--- src/rtl/irq_pkg.sv ---
package irq_pkg;
  typedef enum logic [1:0] {
    KIND_STS  = 2'd0,
    KIND_MASK = 2'd1,
    KIND_REQ  = 2'd2,
    KIND_NONE = 2'd3
  } kind_e;
  localparam int KIND_W = 2;
endpackage

--- src/rtl/irq_bank.sv ---
module irq_bank #(
  parameter int W = 8
) (
  input  logic         clk,
  input  logic         rst_n,
  input  logic [W-1:0] ev_i,
  input  logic         clr_i,
  input  logic         we_i,
  input  logic [W-1:0] wdata_i,
  output logic [W-1:0] sts_o,
  output logic [W-1:0] msk_o,
  output logic         hit_o
);
  logic [W-1:0] sts_q, msk_q, sts_nxt;

  function automatic logic masked_any(input logic [W-1:0] s, input logic [W-1:0] m);
    return |(s & m);
  endfunction

  // a read clears exactly what it returned; coincident events survive
  always_comb begin
    if (clr_i) sts_nxt = ev_i;
    else       sts_nxt = sts_q | ev_i;
  end

  always_ff @(posedge clk or negedge rst_n) begin
    if (!rst_n) begin
      sts_q <= '0;
      msk_q <= '0;
    end else begin
      sts_q <= sts_nxt;
      if (we_i) msk_q <= wdata_i;
    end
  end

  assign sts_o = sts_q;
  assign msk_o = msk_q;
  assign hit_o = masked_any(sts_q, msk_q);
endmodule

--- src/rtl/irq_channel.sv ---
module irq_channel #(
  parameter int NREG = 8,
  parameter int W    = 8,
  localparam int IDX_W = (NREG > 1) ? $clog2(NREG) : 1
) (
  input  logic              clk,
  input  logic              rst_n,
  input  logic [NREG*W-1:0] ev_i,
  input  logic              clr_i,
  input  logic              we_i,
  input  logic [IDX_W-1:0]  idx_i,
  input  logic [W-1:0]      wdata_i,
  output logic [NREG*W-1:0] sts_o,
  output logic [NREG*W-1:0] msk_o,
  output logic [NREG-1:0]   req_o
);
  for (genvar r = 0; r < NREG; r++) begin : g_bank
    logic hit_idx;
    assign hit_idx = (idx_i == IDX_W'(r));
    irq_bank #(.W(W)) u_bank (
      .clk     (clk),
      .rst_n   (rst_n),
      .ev_i    (ev_i[r*W +: W]),
      .clr_i   (clr_i && hit_idx),
      .we_i    (we_i && hit_idx),
      .wdata_i (wdata_i),
      .sts_o   (sts_o[r*W +: W]),
      .msk_o   (msk_o[r*W +: W]),
      .hit_o   (req_o[r])
    );
  end
endmodule

--- src/rtl/irq_hier_ctrl.sv ---
module irq_hier_ctrl #(
  parameter int NUM_CH  = 8,
  parameter int NUM_REG = 8,
  parameter int REG_W   = 8,
  localparam int SEL_W  = $clog2(NUM_CH + 1),
  localparam int IDX_W  = (NUM_REG > 1) ? $clog2(NUM_REG) : 1,
  localparam int AW     = SEL_W + irq_pkg::KIND_W + IDX_W,
  localparam int EV_W   = NUM_CH * NUM_REG * REG_W
) (
  input  logic             clk,
  input  logic             rst_n,
  input  logic [EV_W-1:0]  ev_i,
  input  logic [REG_W-1:0] ser_ev_i,
  input  logic             rd_en_i,
  input  logic             wr_en_i,
  input  logic [AW-1:0]    addr_i,
  input  logic [REG_W-1:0] wr_data_i,
  output logic [REG_W-1:0] rd_data_o,
  output logic             irq_drv_o
);
  import irq_pkg::*;

  logic [SEL_W-1:0] a_sel;
  kind_e            a_kind;
  logic [IDX_W-1:0] a_idx;

  assign a_idx  = addr_i[IDX_W-1:0];
  assign a_kind = kind_e'(addr_i[IDX_W +: KIND_W]);
  assign a_sel  = addr_i[AW-1 -: SEL_W];

  // named internal state for the checker
  logic [EV_W-1:0]           sts_flat, msk_flat;
  logic [NUM_CH*NUM_REG-1:0] req_flat;
  logic [REG_W-1:0]          ser_sts, ser_msk;
  logic                      ser_pend;
  logic                      ser_clr, ser_we;

  function automatic int byte_base(input logic [SEL_W-1:0] s, input logic [IDX_W-1:0] i);
    return (int'(s) * NUM_REG + int'(i)) * REG_W;
  endfunction

  for (genvar c = 0; c < NUM_CH; c++) begin : g_ch
    logic sel_me;
    assign sel_me = (a_sel == SEL_W'(c));
    irq_channel #(.NREG(NUM_REG), .W(REG_W)) u_ch (
      .clk     (clk),
      .rst_n   (rst_n),
      .ev_i    (ev_i[c*NUM_REG*REG_W +: NUM_REG*REG_W]),
      .clr_i   (rd_en_i && sel_me && (a_kind == KIND_STS)),
      .we_i    (wr_en_i && sel_me && (a_kind == KIND_MASK)),
      .idx_i   (a_idx),
      .wdata_i (wr_data_i),
      .sts_o   (sts_flat[c*NUM_REG*REG_W +: NUM_REG*REG_W]),
      .msk_o   (msk_flat[c*NUM_REG*REG_W +: NUM_REG*REG_W]),
      .req_o   (req_flat[c*NUM_REG +: NUM_REG])
    );
  end

  assign ser_clr = rd_en_i && (a_sel == SEL_W'(NUM_CH)) && (a_kind == KIND_STS) && (a_idx == '0);
  assign ser_we  = wr_en_i && (a_sel == SEL_W'(NUM_CH)) && (a_kind == KIND_MASK) && (a_idx == '0);

  irq_bank #(.W(REG_W)) u_ser (
    .clk     (clk),
    .rst_n   (rst_n),
    .ev_i    (ser_ev_i),
    .clr_i   (ser_clr),
    .we_i    (ser_we),
    .wdata_i (wr_data_i),
    .sts_o   (ser_sts),
    .msk_o   (ser_msk),
    .hit_o   (ser_pend)
  );

  // read mux
  logic [REG_W-1:0] rd_mux;
  always_comb begin
    rd_mux = '0;
    if (int'(a_sel) < NUM_CH) begin
      unique case (a_kind)
        KIND_STS:  rd_mux = sts_flat[byte_base(a_sel, a_idx) +: REG_W];
        KIND_MASK: rd_mux = msk_flat[byte_base(a_sel, a_idx) +: REG_W];
        KIND_REQ:  if (a_idx == '0)
                     rd_mux = REG_W'(req_flat[int'(a_sel)*NUM_REG +: NUM_REG]);
        default:   rd_mux = '0;
      endcase
    end else if (int'(a_sel) == NUM_CH && a_idx == '0) begin
      unique case (a_kind)
        KIND_STS:  rd_mux = ser_sts;
        KIND_MASK: rd_mux = ser_msk;
        KIND_REQ:  rd_mux = REG_W'(ser_pend);
        default:   rd_mux = '0;
      endcase
    end
  end

  always_ff @(posedge clk or negedge rst_n) begin
    if (!rst_n)       rd_data_o <= '0;
    else if (rd_en_i) rd_data_o <= rd_mux;
  end

  assign irq_drv_o = (|req_flat) || ser_pend;
endmodule

--- config.mk ---
export PLATFORM = sky130hd
export DESIGN_NAME = irq_hier_ctrl
export DESIGN_NICKNAME = d
export VERILOG_FILES = /design/src/rtl/irq_pkg.sv /design/src/rtl/irq_bank.sv /design/src/rtl/irq_channel.sv /design/src/rtl/irq_hier_ctrl.sv
export SDC_FILE = /design/constraint.sdc
export NUM_CORES = 2
export LEC_CHECK = 0
export BUFFER_PORTS_ARGS = -buffer_cell sky130_fd_sc_hd__buf_2
export CAP_MARGIN = 20
export CELL_PAD_IN_SITES_DETAIL_PLACEMENT = 1
export CELL_PAD_IN_SITES_GLOBAL_PLACEMENT = 2
export CORE_AREA = 2 2 419 317
export CTS_CLUSTER_DIAMETER = 50
export DETAILED_ROUTE_END_ITERATION = 6
export DIE_AREA = 0 0 421 319
export PLACE_DENSITY_LB_ADDON = 0.25
export SLEW_MARGIN = 30
export SYNTH_ARGS = -nofsm -noshare
export SYNTH_HDL_FRONTEND = slang
export SYNTH_HIERARCHICAL = 1
export SYNTH_SLANG_ARGS = --single-unit
export TNS_END_PERCENT = 50
--- constraint.sdc ---
create_clock -name clk -period 2.6 [get_ports clk]
set_input_delay 0.26 -clock clk [delete_from_list [all_inputs] [get_ports clk]]
set_output_delay 0.26 -clock clk [all_outputs]
set_load 0.02 [all_outputs]
### Word level (Yosys, flattened, before mapping)

Cells that the tools add are included.

| operators by class | value |
|---|---|
| bitwise gates (word level) | 130 |
| mux-type cells | 70 |
| order comparisons | 1 |
| add/subtract/negate cells | 1 |
| shift operators | 3 |
| equal/unequal tests | 18 |
| reductions and logical operators | 237 |

Operator list:

| kind | count |
|---|---|
| $mux 8 | 68 |
| $and 8x8->8 | 65 |
| $or 8x8->8 | 65 |
| $reduce_or 8->1 | 65 |
| $reduce_or 512->1 | 1 |
| $shiftx 512x12->8 | 1 |
| $shiftx 512x32->8 | 1 |
| $logic_and 1x1->1 | 167 |
| $shiftx 64x8->8 | 1 |
| $pmux 8 s3 | 2 |
| $eq 4x3->1 const B | 4 |
| $eq 3x3->1 const B | 4 |
| $add 7x3->8 | 1 |
| $eq 4x2->1 const B | 2 |
| $eq 4x4->1 const B | 2 |
| $eq 3x2->1 const B | 2 |
| $eq 4x1->1 const B | 1 |
| $logic_not 4->1 | 1 |
| $lt 4x4->1 const B | 1 |
| $eq 3x1->1 const B | 1 |
| $logic_not 3->1 | 1 |
| $eq 2x1->1 const B | 1 |
| $eq 2x2->1 const B | 1 |
| $logic_not 2->1 | 1 |
| $logic_or 1x1->1 | 1 |

| storage, ports and cells | value |
|---|---|
| bits of input ports | 541 |
| logic and storage cells | 591 |
| register bits after elaboration | 1,048 |

### Depth between registers and ports, before layout

| logic depth | value |
|---|---|
| depth after elaboration | 6 |
| gate-level depth with buffers | 14 |

### By module

The synthesis kept the hierarchy.

Modules (own cells, without submodules):

| module | sequential area each (sq um) | instances | cells an instance | area each (sq um) |
|---|---|---|---|---|
| irq_bank | 400.4 | 65 | 39 | 631.9 |
| irq_hier_ctrl | 200.2 | 1 | 1,397 | 10,058.4 |
| irq_channel | 0.0 | 8 | 19 | 235.2 |

### Worst setup path after synthesis

OpenSTA, ideal clock, no wires.

| timing path | value |
|---|---|
| path kind | in2reg |
| start point | in addr_i[3] |
| end point | reg g_ch[3].u_ch.g_bank[0].u_bank.msk_q[0] |
| data required time | 2.475 ns |
| stages | 10 |
| arrival | 2.437 ns |
| path slack | 0.038 ns |
| setup time | 0.125 ns |
| path through | buf_2 nor2b_1 buf_2 buf_1 clkbuf_1 nand3_1 nor2_1 nor4b_4 buf_6 mux2_4 |

| between the ends | value |
|---|---|
| longest elaborated chain between the ends | 3 |

Ends and longest elaborated chain:

| element | RTL line | text |
|---|---|---|
| start, declared | irq_hier_ctrl.sv:16 | `input logic [AW-1:0] addr_i,` |
| $eq 2x1->1 | irq_hier_ctrl.sv:50 | `.we_i (wr_en_i && sel_me && (a_kind == KIND_MASK)),` |
| $logic_and 1x1->1 | irq_hier_ctrl.sv:50 |  |
| $logic_and 1x1->1 | irq_channel.sv:25 | `.we_i (we_i && hit_idx),` |
| end signal, assigned | irq_bank.sv:32 | `if (we_i) msk_q <= wdata_i;` |
| end, declared | irq_bank.sv:14 | `logic [W-1:0] sts_q, msk_q, sts_nxt;` |

Every way passes these cells.
A chain may end at the register's enable or synchronous reset.

### Worst setup path in the final report

| timing path | value |
|---|---|
| start point | reg g_ch[3].u_ch.g_bank[7].u_bank.sts_q[6] |
| end point | out irq_drv_o |

| between the ends | value |
|---|---|
| longest elaborated chain between the ends | 3 |

Ends and longest elaborated chain:

| element | RTL line | text |
|---|---|---|
| start, declared | irq_bank.sv:14 |  |
| start signal, assigned | irq_bank.sv:31 | `sts_q <= sts_nxt;` |
| $and 8x8->8 | irq_bank.sv:17 | `return \|(s & m);` |
| $reduce_or 512->1 | irq_hier_ctrl.sv:101 | `assign irq_drv_o = (\|req_flat) \|\| ser_pend;` |
| $logic_or 1x1->1 | irq_hier_ctrl.sv:101 |  |
| end, declared | irq_hier_ctrl.sv:19 | `output logic irq_drv_o` |

Every way passes these cells.

==> flow_metrics.env <==
export IMPL_portbufs=549
export IMPL_grt_pass1_vias=50620
export IMPL_maximum_number_of_pins_on_one_net_before_global_route_repair=99
export IMPL_detail_route_wirelength_mm=252.2
export IMPL_crit_path_start_kind="flip-flop"
export IMPL_worstSetupPathType="flip-flop to output pin"
export IMPL_critical_path_required_ps=2340
export IMPL_synth_flop_cell="sky130_fd_sc_hd__dfrtp_1"
export IMPL_timing_critical_path_arrival_ps=3140
export IMPL_yosys_cell_count_top_type="sky130_fd_sc_hd__dfrtp_1"
export IMPL_worstPathMaxFanout=3
export IMPL_global_route_usage_total=0.3720
export IMPL_finalCriticalPeriod_ps=3397
export IMPL_leakagePower_uw=0.03314
export IMPL_final_routed_drc_violation_total=0
export IMPL_tightestPinTransition_ps=949.8
export IMPL_detail_route_wl_per_cell_um=31.94
export IMPL_syn_num_nets=4625
export IMPL_die_extent_in_x_um=421
export IMPL_synthToLayoutAreaGrowth_pct=42.22
export IMPL_cts_root_buffer="sky130_fd_sc_hd__clkbuf_16"
export IMPL_cp_top_family="simple AND/OR/NAND/NOR gates"
export IMPL_highest_achievable_clock_rate_mhz=294.4
export IMPL_antenna_found_initial=11
export IMPL_clock_tree_buffer_depth=3
export IMPL_finalCritPeriodShare=1.307
export IMPL_drtAntennaViolNets=0
export IMPL_drt_pass1_iterations=5
export IMPL_hp_class="primary input to asynchronous set/reset pin"
export IMPL_powerDensity_nw_per_um2=568.7
export IMPL_synth_top_cell_area_share=0.4947
export IMPL_timing_critical_path_buf_inv=3
export IMPL_die_area_um2=134300
export IMPL_outcome="complete, but fails checks"
export IMPL_clock_insertion_delay_worst_skew_ps=800
export IMPL_post_layout_net_count=6566
export IMPL_vias_per_cell=5.960
export IMPL_crit_path_max_incr_delay_ps=430
export IMPL_placement_setup_worst_slack_ps=-542.4
export IMPL_violations_in_the_final_reports="negative setup slack"
export IMPL_synth_area_leaders="sky130_fd_sc_hd__dfrtp_1 (49%), sky130_fd_sc_hd__mux2_4 (15%), sky130_fd_sc_hd__a21o_1 (7.4%), sky130_fd_sc_hd__mux4_2 (4.8%), sky130_fd_sc_hd__a22oi_1 (3.7%)"
export IMPL_category_of_the_worst_setup_path_capture_point="output pin"
export IMPL_place_gp_congestion=0.9815
export IMPL_place_detailed_hpwl_mm=179.2
export IMPL_tns_ps=-840.2
export IMPL_synth_distinct_cells=65
export IMPL_synthesis_area_um2=53010
export IMPL_initial_core_util=0.4071
export IMPL_synth_yosys_seq_area_share=0.4947
export IMPL_path_clk_slew_ps=70
export IMPL_clock_skews_ps=17.41
export IMPL_syn_avg_cell_area_um2=12.98
export IMPL_fillers=13250
export IMPL_synth_enable_flop_cells=0
export IMPL_drive_above_1_share=0.4192
export IMPL_maxSlewViolCount=0
export IMPL_postLayoutSetupSlackWorst_ps=-796.9
export IMPL_vdd_ir_drop_max_mv=0.4768
export IMPL_grt_overflow_total=0
export IMPL_synthesis_stage_register_bit_count=1048
export IMPL_grt_first_pass_wirelength_mm=364.8
export IMPL_hold_viol=0
export IMPL_tritoncts="yes"
export IMPL_tritoncts_num_buffers=137
export IMPL_async_flop_share=1.000
export IMPL_cts_sink_count=1048
export IMPL_post_synth_most_frequent_cells="sky130_fd_sc_hd__dfrtp_1 (1048), sky130_fd_sc_hd__a21o_1 (521), sky130_fd_sc_hd__mux2_4 (520)"
export IMPL_critical_path_slowest_cell="sky130_fd_sc_hd__dfrtp_1"
export IMPL_die_height_um=319
export IMPL_dr_total_vias=47060
export IMPL_final_util=0.5790
export IMPL_io_pin_count=550
export IMPL_max_cap_violations=0
export IMPL_slew_headroom=0.3668
export IMPL_finalSetupViolations=2
export IMPL_synth_cells=4084
export IMPL_htree_levels=4
export IMPL_crit_chain="a22oi_2, nand4_1, buf_4, nor4_4, nand4_1, nor4_2, nand4_1, buf_6, buf_6"
export IMPL_path_common_cell="sky130_fd_sc_hd__nand4_1"
export IMPL_placeableCoreArea_um2=130200
export IMPL_synth_area_leader_cell="sky130_fd_sc_hd__dfrtp_1"
export IMPL_rsz0062_at_grt="yes"
export IMPL_yosysWarnings=6
export IMPL_detail_route_iter0_violations=4663
export IMPL_rows=115
## per-stage QoR
stage	hold slack, ps	total power [uW]	instance area [um2]	std cells
floorplan	-35.59	18890	53010	4084
global placement	269.7	22230	65030	7106
detailed placement	272.5	22280	65030	7106
CTS	37.74	42740	75170	7882
global route	82.85	43960	75390	7893
finish	70.62	42870	75390	7895
## power by group
| part | internal [uW] | switching, uW |
|---|---|---|
| registers | 16600 | 231 |
| logic | 2760 | 3420 |
| clock network | 11800 | 8080 |
## state kept, by name, indices dropped and copies added (netlist names)
register,cells
g_ch.u_ch/g_bank.u_bank/msk_o,512
g_ch.u_ch/g_bank.u_bank/sts_o,512
rd_data_o,8
u_ser/msk_o,8
u_ser/sts_o,8
## cells by family after synthesis
| kind of cell | count (synthesis) | share of synthesized area |
|---|---|---|
| buf+inv | 300 | 0.03958 |
| compound gates | 1073 | 0.1462 |
| flops | 1048 | 0.4947 |
| simple gates | 880 | 0.09552 |
| mux | 783 | 0.2239 |
## repair_timing
action,CTS,global route
gates resized for setup,40,27
hold buffers,523,0
gates cloned,0,0
pin swaps,14,16
setup buffers,7,6
hold endpoints to repair,1030,0
endpoints found under the setup margin,2,3
## final timing paths
path	slack [ps]	cells after the start	from	to
worst max-delay path	-800	9	g_ch[3].u_ch/g_bank[7].u_bank/sts_o[6]	irq_drv_o
worst min-delay path	70	2	rst_n	g_ch[5].u_ch/g_bank[7].u_bank/sts_o[6]
worst max register to register	-40	9	g_ch[4].u_ch/g_bank[1].u_bank/msk_o[2]	rd_data_o[1]
worst min register to register	510	1	g_ch[1].u_ch/g_bank[0].u_bank/sts_o[7]	g_ch[1].u_ch/g_bank[0].u_bank/sts_o[7]
max in group asynchronous	1490	3	rst_n	g_ch[2].u_ch/g_bank[3].u_bank/msk_o[1]
min in group clk	110	4	rd_en_i	rd_data_o[0]
## worst reg2reg max path, stage by stage (launching register included)
cell and delay (ps):
sky130_fd_sc_hd__dfrtp_1 420, sky130_fd_sc_hd__a22oi_2 290, sky130_fd_sc_hd__nand4_1 250, sky130_fd_sc_hd__mux4_2 510
sky130_fd_sc_hd__mux2i_1 170, sky130_fd_sc_hd__o221ai_1 180, sky130_fd_sc_hd__o21ai_2 130, sky130_fd_sc_hd__o311ai_1 130
sky130_fd_sc_hd__a31oi_1 310, sky130_fd_sc_hd__o21ai_1 120
## area by class of cell
type	count	area, um2	area share
flip-flops and latches	1048	26230	0.3479
clock buffers	183	3943	0.05229
diodes	7	17.52	0.0002323
clock inverters	64	728.2	0.009659
repair buffers	2030	16970	0.2250
multi-input cells	2736	25050	0.3322
well taps	1755	2196	0.02913
inverters	72	270.3	0.003585
## per-layer routing
metal	up-vias	wire length [um]	GRT usage
li1	19410	-	-
met1	24790	105400	0.5003
met2	2259	112900	0.5698
met3	595	19590	0.07573
met4	0	14260	0.1909
met5	-	0	0
## placed cells by master (no fill, tap or decap), drive strengths merged, types with 114 or more instances in the layout
| master | instances |
|---|---|
| a21o | 521 |
| a22oi | 260 |
| nand2 | 419 |
| clkbuf | 184 |
| dfrtp | 1048 |
| mux2i | 145 |
| buf | 1506 |
| dlygate4sd3 | 523 |
| mux2 | 524 |
| mux4 | 114 |
(Power assumes the default switching activity.)
